## src/rtl/gpio_ctl_pkg.sv

```systemverilog
package gpio_ctl_pkg;

   localparam int unsigned ADDR_W = 2;

   typedef enum logic [ADDR_W-1:0] {
      REG_OUTVAL = 2'd0,
      REG_DIR    = 2'd1,
      REG_PINS   = 2'd2,
      REG_RSVD   = 2'd3
   } reg_sel_e;

endpackage

```

## src/rtl/gpio_ctl_sync.sv

```systemverilog
module gpio_ctl_sync #(
   parameter int unsigned WIDTH  = 6,
   parameter int unsigned STAGES = 2
) (
   input  logic             clk,
   input  logic             rst_n,
   input  logic [WIDTH-1:0] async_in,
   output logic [WIDTH-1:0] sync_out
);

   if (WIDTH < 1) begin : g_bad_width
      $error("gpio_ctl_sync: WIDTH must be at least 1");
   end

   if (STAGES == 0) begin : g_bypass
      assign sync_out = async_in;
   end else begin : g_chain
      logic [STAGES-1:0][WIDTH-1:0] stage_q;

      always_ff @(posedge clk) begin
         if (!rst_n) begin
            stage_q <= '0;
         end else begin
            stage_q[0] <= async_in;
            for (int i = 1; i < STAGES; i++) begin
               stage_q[i] <= stage_q[i-1];
            end
         end
      end

      assign sync_out = stage_q[STAGES-1];

      if (STAGES >= 2) begin : g_chk
         AST_SYNC_SHIFT: assert property (@(posedge clk) disable iff (!rst_n)
            $past(rst_n) |-> (stage_q[1] == $past(stage_q[0]))) else $error("sync shift");
      end
   end

endmodule

```

## src/rtl/gpio_ctl_regs.sv

```systemverilog
module gpio_ctl_regs #(
   parameter int unsigned IO_W   = 6,
   parameter int unsigned WORD_W = 8
) (
   input  logic              clk,
   input  logic              rst_n,
   input  logic              wr_outval,
   input  logic              wr_dir,
   input  logic [WORD_W-1:0] wdata,
   output logic [IO_W-1:0]   outval_q,
   output logic [IO_W-1:0]   dir_q,
   output logic              alt_q,
   output logic              halt_pulse,
   output logic              idle_pulse
);

   localparam int unsigned HALT_BIT = WORD_W - 1;
   localparam int unsigned IDLE_BIT = WORD_W - 2;
   localparam int unsigned ALT_BIT  = WORD_W - 2;

   if (IO_W + 2 != WORD_W) begin : g_bad_geom
      $error("gpio_ctl_regs: IO_W must be WORD_W-2");
   end

   logic halt_set;
   logic idle_set;

   assign halt_set = wr_outval && wdata[HALT_BIT];
   assign idle_set = wr_outval && wdata[IDLE_BIT] && !wdata[HALT_BIT];

   always_ff @(posedge clk) begin
      if (!rst_n) begin
         outval_q <= '0;
      end else if (wr_outval) begin
         outval_q <= wdata[IO_W-1:0];
      end
   end

   always_ff @(posedge clk) begin
      if (!rst_n) begin
         dir_q <= '0;
         alt_q <= 1'b0;
      end else if (wr_dir) begin
         dir_q <= wdata[IO_W-1:0];
         alt_q <= wdata[ALT_BIT];
      end
   end

   always_ff @(posedge clk) begin
      if (!rst_n) begin
         halt_pulse <= 1'b0;
         idle_pulse <= 1'b0;
      end else begin
         halt_pulse <= halt_set;
         idle_pulse <= idle_set;
      end
   end

   AST_MODE_EXCL: assert property (@(posedge clk) disable iff (!rst_n)
      !(halt_pulse && idle_pulse)) else $error("halt and idle together");
   AST_HALT_CAUSE: assert property (@(posedge clk) disable iff (!rst_n)
      halt_pulse |-> $past(wr_outval)) else $error("halt without write");
   AST_IDLE_CAUSE: assert property (@(posedge clk) disable iff (!rst_n)
      idle_pulse |-> $past(wr_outval)) else $error("idle without write");
   AST_DIR_HOLD: assert property (@(posedge clk) disable iff (!rst_n)
      (!wr_dir && $past(rst_n)) |=> $stable(dir_q) && $stable(alt_q)) else $error("dir changed");

endmodule

```

## src/rtl/gpio_ctl_rdmux.sv

```systemverilog
module gpio_ctl_rdmux
   import gpio_ctl_pkg::*;
#(
   parameter int unsigned IO_W   = 6,
   parameter int unsigned WORD_W = 8
) (
   input  logic              rd_en,
   input  reg_sel_e          sel,
   input  logic [IO_W-1:0]   outval_q,
   input  logic [IO_W-1:0]   dir_q,
   input  logic              alt_q,
   input  logic [IO_W-1:0]   pins_q,
   output logic [WORD_W-1:0] rdata
);

   always_comb begin
      rdata = '0;
      if (rd_en) begin
         unique case (sel)
            REG_OUTVAL: rdata[IO_W-1:0] = outval_q;
            REG_DIR: begin
               rdata[IO_W-1:0] = dir_q;
               rdata[IO_W]     = alt_q;
            end
            REG_PINS:   rdata[IO_W-1:0] = pins_q;
            default:    rdata = '0;
         endcase
      end
   end

   always_comb begin
      if (rd_en && sel == REG_OUTVAL) begin
         AST_STROBE_READ_ZERO: assert (rdata[WORD_W-1:IO_W] == '0) else $error("strobe bits read");
      end
   end

endmodule

```

## src/rtl/gpio_ctl_port.sv

```systemverilog
module gpio_ctl_port
   import gpio_ctl_pkg::*;
#(
   parameter int unsigned IO_W        = 6,
   parameter int unsigned WORD_W      = 8,
   parameter int unsigned SYNC_STAGES = 2
) (
   input  logic              clk,
   input  logic              rst_n,
   input  logic              bus_en,
   input  logic              bus_we,
   input  logic [ADDR_W-1:0] bus_addr,
   input  logic [WORD_W-1:0] bus_wdata,
   output logic [WORD_W-1:0] bus_rdata,
   input  logic [IO_W-1:0]   pad_in,
   output logic [IO_W-1:0]   pad_out,
   output logic [IO_W-1:0]   pad_oe,
   output logic              halt_req,
   output logic              idle_req,
   output logic              sclk_alt
);

   if (IO_W + 2 != WORD_W) begin : g_bad_geom
      $error("gpio_ctl_port: two control bits must sit above the port bits");
   end
   if (SYNC_STAGES > 4) begin : g_bad_sync
      $error("gpio_ctl_port: SYNC_STAGES above 4 not supported");
   end

   reg_sel_e         sel;
   logic             wr_outval;
   logic             wr_dir;
   logic             rd_en;
   logic [IO_W-1:0]  outval_q;
   logic [IO_W-1:0]  dir_q;
   logic [IO_W-1:0]  pins_q;

   assign sel       = reg_sel_e'(bus_addr);
   assign wr_outval = bus_en && bus_we && (sel == REG_OUTVAL);
   assign wr_dir    = bus_en && bus_we && (sel == REG_DIR);
   assign rd_en     = bus_en && !bus_we;

   gpio_ctl_regs #(
      .IO_W   (IO_W),
      .WORD_W (WORD_W)
   ) regs_i (
      .clk        (clk),
      .rst_n      (rst_n),
      .wr_outval  (wr_outval),
      .wr_dir     (wr_dir),
      .wdata      (bus_wdata),
      .outval_q   (outval_q),
      .dir_q      (dir_q),
      .alt_q      (sclk_alt),
      .halt_pulse (halt_req),
      .idle_pulse (idle_req)
   );

   gpio_ctl_sync #(
      .WIDTH  (IO_W),
      .STAGES (SYNC_STAGES)
   ) sync_i (
      .clk      (clk),
      .rst_n    (rst_n),
      .async_in (pad_in),
      .sync_out (pins_q)
   );

   gpio_ctl_rdmux #(
      .IO_W   (IO_W),
      .WORD_W (WORD_W)
   ) rdmux_i (
      .rd_en    (rd_en),
      .sel      (sel),
      .outval_q (outval_q),
      .dir_q    (dir_q),
      .alt_q    (sclk_alt),
      .pins_q   (pins_q),
      .rdata    (bus_rdata)
   );

   for (genvar b = 0; b < IO_W; b++) begin : g_pad
      assign pad_out[b] = outval_q[b];
      assign pad_oe[b]  = dir_q[b];
   end

   AST_HALT_FROM_BUS: assert property (@(posedge clk) disable iff (!rst_n)
      halt_req |-> $past(bus_en && bus_we && bus_addr == 2'd0 && bus_wdata[WORD_W-1]))
      else $error("halt source");
   AST_IDLE_FROM_BUS: assert property (@(posedge clk) disable iff (!rst_n)
      idle_req |-> $past(bus_en && bus_we && bus_addr == 2'd0 && bus_wdata[WORD_W-2] && !bus_wdata[WORD_W-1]))
      else $error("idle source");
   AST_OE_HOLD: assert property (@(posedge clk) disable iff (!rst_n)
      ($past(rst_n) && !(bus_en && bus_we && bus_addr == 2'd1)) |=> $stable(pad_oe))
      else $error("pad_oe changed without write");
   AST_OUT_HOLD: assert property (@(posedge clk) disable iff (!rst_n)
      ($past(rst_n) && !(bus_en && bus_we && bus_addr == 2'd0)) |=> $stable(pad_out))
      else $error("pad_out changed without write");

endmodule

```

## config.mk

```make
export PLATFORM = sky130hd
export DESIGN_NAME = gpio_ctl_port
export DESIGN_NICKNAME = d
export VERILOG_FILES = /design/src/rtl/gpio_ctl_pkg.sv /design/src/rtl/gpio_ctl_sync.sv /design/src/rtl/gpio_ctl_regs.sv /design/src/rtl/gpio_ctl_rdmux.sv /design/src/rtl/gpio_ctl_port.sv
export SDC_FILE = /design/constraint.sdc
export NUM_CORES = 1
export LEC_CHECK = 0
export ABC_CLOCK_PERIOD_IN_PS = 1200
export BUFFER_PORTS_ARGS = -buffer_cell sky130_fd_sc_hd__buf_4
export CORE_MARGIN = 1
export CORE_UTILIZATION = 39
export DETAILED_ROUTE_END_ITERATION = 10
export PLACE_DENSITY = 0.65
export SLEW_MARGIN = 10
export SYNTH_ARGS = -nofsm -noshare
export SYNTH_HDL_FRONTEND = slang
export SYNTH_HIERARCHICAL = 1
export SYNTH_SLANG_ARGS = --single-unit
```

## constraint.sdc

```tcl
create_clock -name clk -period 1.2 [get_ports clk]
set_input_delay 0.06 -clock clk [delete_from_list [all_inputs] [get_ports clk]]
set_output_delay 0.06 -clock clk [all_outputs]
set_load 0.01 [all_outputs]
```

==> out/results.ini <==
[run_status]
outcome=finished, violations left
violations=design-rule violations, negative setup slack

[clock_network]
clock-sinks=27
clk-insertion-delay-late_ns=0.32
cts_buffers=3
clk_pin_slew_worst_paths_ns=0.13
tritoncts=yes
clock_tree.root_cell=clkbuf_4
clock_path_buffers=2
h-tree-depth=1

[logic_synthesis]
syn_avg_cell_area_um2=11.1
synth-seq-cells=27
seq_area_frac_synth_pct=44.8
yosys-top-cells-count=dfxtp_1, mux2i_1, nor2b_1, and2_1, and2_2
yosysTopAreaCell=dfxtp_1
async_flop_share_pct=0
yosys_warnings=6
yosysTopAreaCellShare_pct=44.8
ys_types=17
synth_edf_count=0
synth_nets=129
synth_ff_type=dfxtp_1
ys_top_cells_by_area=dfxtp_1, mux2i_1, nor2b_1, and2_1, and2_2
netlist_instances=109
syn_area_mm2=0.00121
yosysMostFrequentCell=dfxtp_1

[timing]
hold_slack_ns=0.0136
fin_crit_sh_pct=101
hold_viol=0
skew_ns=0.0000760
setup_viol=3
setup_ws_ns=-0.0102
fmax_mhz=826
rsz0062_at_grt=yes
slew_viol_final=0
setup_tns_ns=-0.0179
period_needed_ns=1.21

[place]
hpwlAfterDp_um=1550
pre_cts_ws_ns=0.124
portBuffers=41
dp_cells=170
gp_congestion=0.725

[route]
route.detailed.drc=3
first_pass_iters=11
detail-route-antenna-nets=0
routed_wl_um=2330
wire_per_inst_um=12.0
vias=889
viasPerCell=4.61
first_iter_violations=18

[floorplanning]
io_pins=43
fp.dieW_um=57.6
core_mm2=0.00285
start_util_pct=42.3
die_area_mm2=0.00332
die_y_um=57.6
rows=19

[worst_setup_path]
regToRegStartpoint=regs_i/outval_q[4]
critPathRequiredTime_ns=1.14
setup.worst_path.start=regs_i/outval_q[4]
critPathMaxFanout=2
critPathCaptureType=output port
critPathKind=register to output port
endpoint=bus_rdata[4]
crit_arrival_ns=1.15
crit_path_start_kind=register
r2r_cells=3
timing.rr.end=regs_i/outval_q[4]
reg2reg_slack_ns=0.45

[final_layout]
fin_util_pct=58.4
drive_above_1_share_pct=45.1
area_delta_synth_final_pct=38.2
register_area_um2=553
multi_input_area_um2=531
stdcell_count=193
nets=183
antenna_cells=0
nFillCells=246

[power]
p_per_area_mw_per_mm2=918
leakage_uw=0.000731
peakVddDrop_v=0.000693

[global_route]
grt_pass1_vias=858
antenna_found_initial=0
grt_overflow=0
grt_usage_pct=14.9
grt_pass1_wl_um=3770
grt_max_degree=28

[flow_run]
maxCapViolCount=0

[min_path]
hp-class=primary input to register

[cell usage in the layout (no fill, tap or decap)]
cell type,count
dlygate4sd3_1,13
clkinv_2,1
and4bb_1,1
clkbuf_4,3
dfxtp_2,10
and4b_2,2
and3_1,1
o21ai_1,6
buf_4,44
nand3b_1,6
and4b_1,1
and2_1,10
dfxtp_1,17
and2_2,8
mux2i_1,19
buf_6,5
nor2b_1,14
conb_1,1
[registers in the layout (all words and copies together) (netlist names)]
name and flops:
regs_i/alt_q 1, regs_i/idle_pulse 1, regs_i/halt_pulse 1, sync_i/sync_out 6, regs_i/dir_q 6, regs_i/outval_q 6
sync_i/g_chain.stage_q 6
[worst max-delay path, stage by stage, from the launching register on]
cell,delay (ns)
dfxtp_2,0.34
mux2i_1,0.14
o21ai_1,0.08
and2_1,0.16
buf_6,0.11
[kinds of logic (layout without fill, tap and decap cells)]
logic type / count (synthesis) / after routing / synth area share (%)
flops: 27 / 27 / 44.8
mux: 19 / 19 / 15.8
buf+inv: 13 / 66 / 11.2
other cells: 1 / 1 / 0.311
compound gates: 6 / 6 / 2.49
simple gates: 43 / 43 / 25.4
[report_power, final]
| group | internal (uW) | switching, uW | total (uW) |
|---|---|---|---|
| combinational | 134 | 78.7 | 213 |
| sequential | 926 | 10.7 | 937 |
| clock | 125 | 255 | 379 |
| total | 1190 | 344 | 1530 |
[final cells by class]
type,count,area share (%)
clock buffers,3,1.35
well taps,31,2.33
repair buffers,62,31.0
flip-flops and latches,27,33.2
multi-input cells,69,31.8
clock inverters,1,0.300
[through the flow]
stage | power [uW] | area [um2]
global route | 1620 | 1670
global placement | 1120 | 1430
CTS | 1550 | 1650
finish | 1530 | 1670
floorplan | 1070 | 1210
detailed placement | 1130 | 1430
[what timing repair did]
item	in CTS	in global routing
resized for setup	15	3
pin swaps	5	4
hold endpoints to repair	13	1
setup buffers	6	0
hold buffers	12	1
setup endpoints to repair	6	6
[worst min-delay path by stage]
| stage | slack (ns) | startpoint | end | cells after the start |
|---|---|---|---|---|
| after CTS | 0.0009 | bus_wdata[5] | regs_i/outval_q[5] | 3 |
| after global placement | 0.27 | pad_in[1] | sync_i/g_chain.stage_q[1] | 2 |
| after detailed placement | 0.27 | pad_in[2] | sync_i/g_chain.stage_q[2] | 2 |
| after global routing | 0.02 | bus_wdata[6] | regs_i/idle_pulse | 2 |
| final | 0.01 | bus_wdata[6] | regs_i/alt_q | 3 |
| after floorplan | 0.19 | pad_in[0] | sync_i/g_chain.stage_q[0] | 1 |
[layer usage]
metal / routed length [um] / share of wire [%] / GRT usage (%) / up-vias
met4: 13 / 0.56 / 5.23 / 0
met3: 87 / 3.7 / 2.68 / 2
met1: 1060 / 45 / 19.3 / 403
met2: 1170 / 50 / 24.9 / 23
li1: - / - / - / 461
met5: 0 / 0 / 0 / -
(Power assumes the default switching activity.)
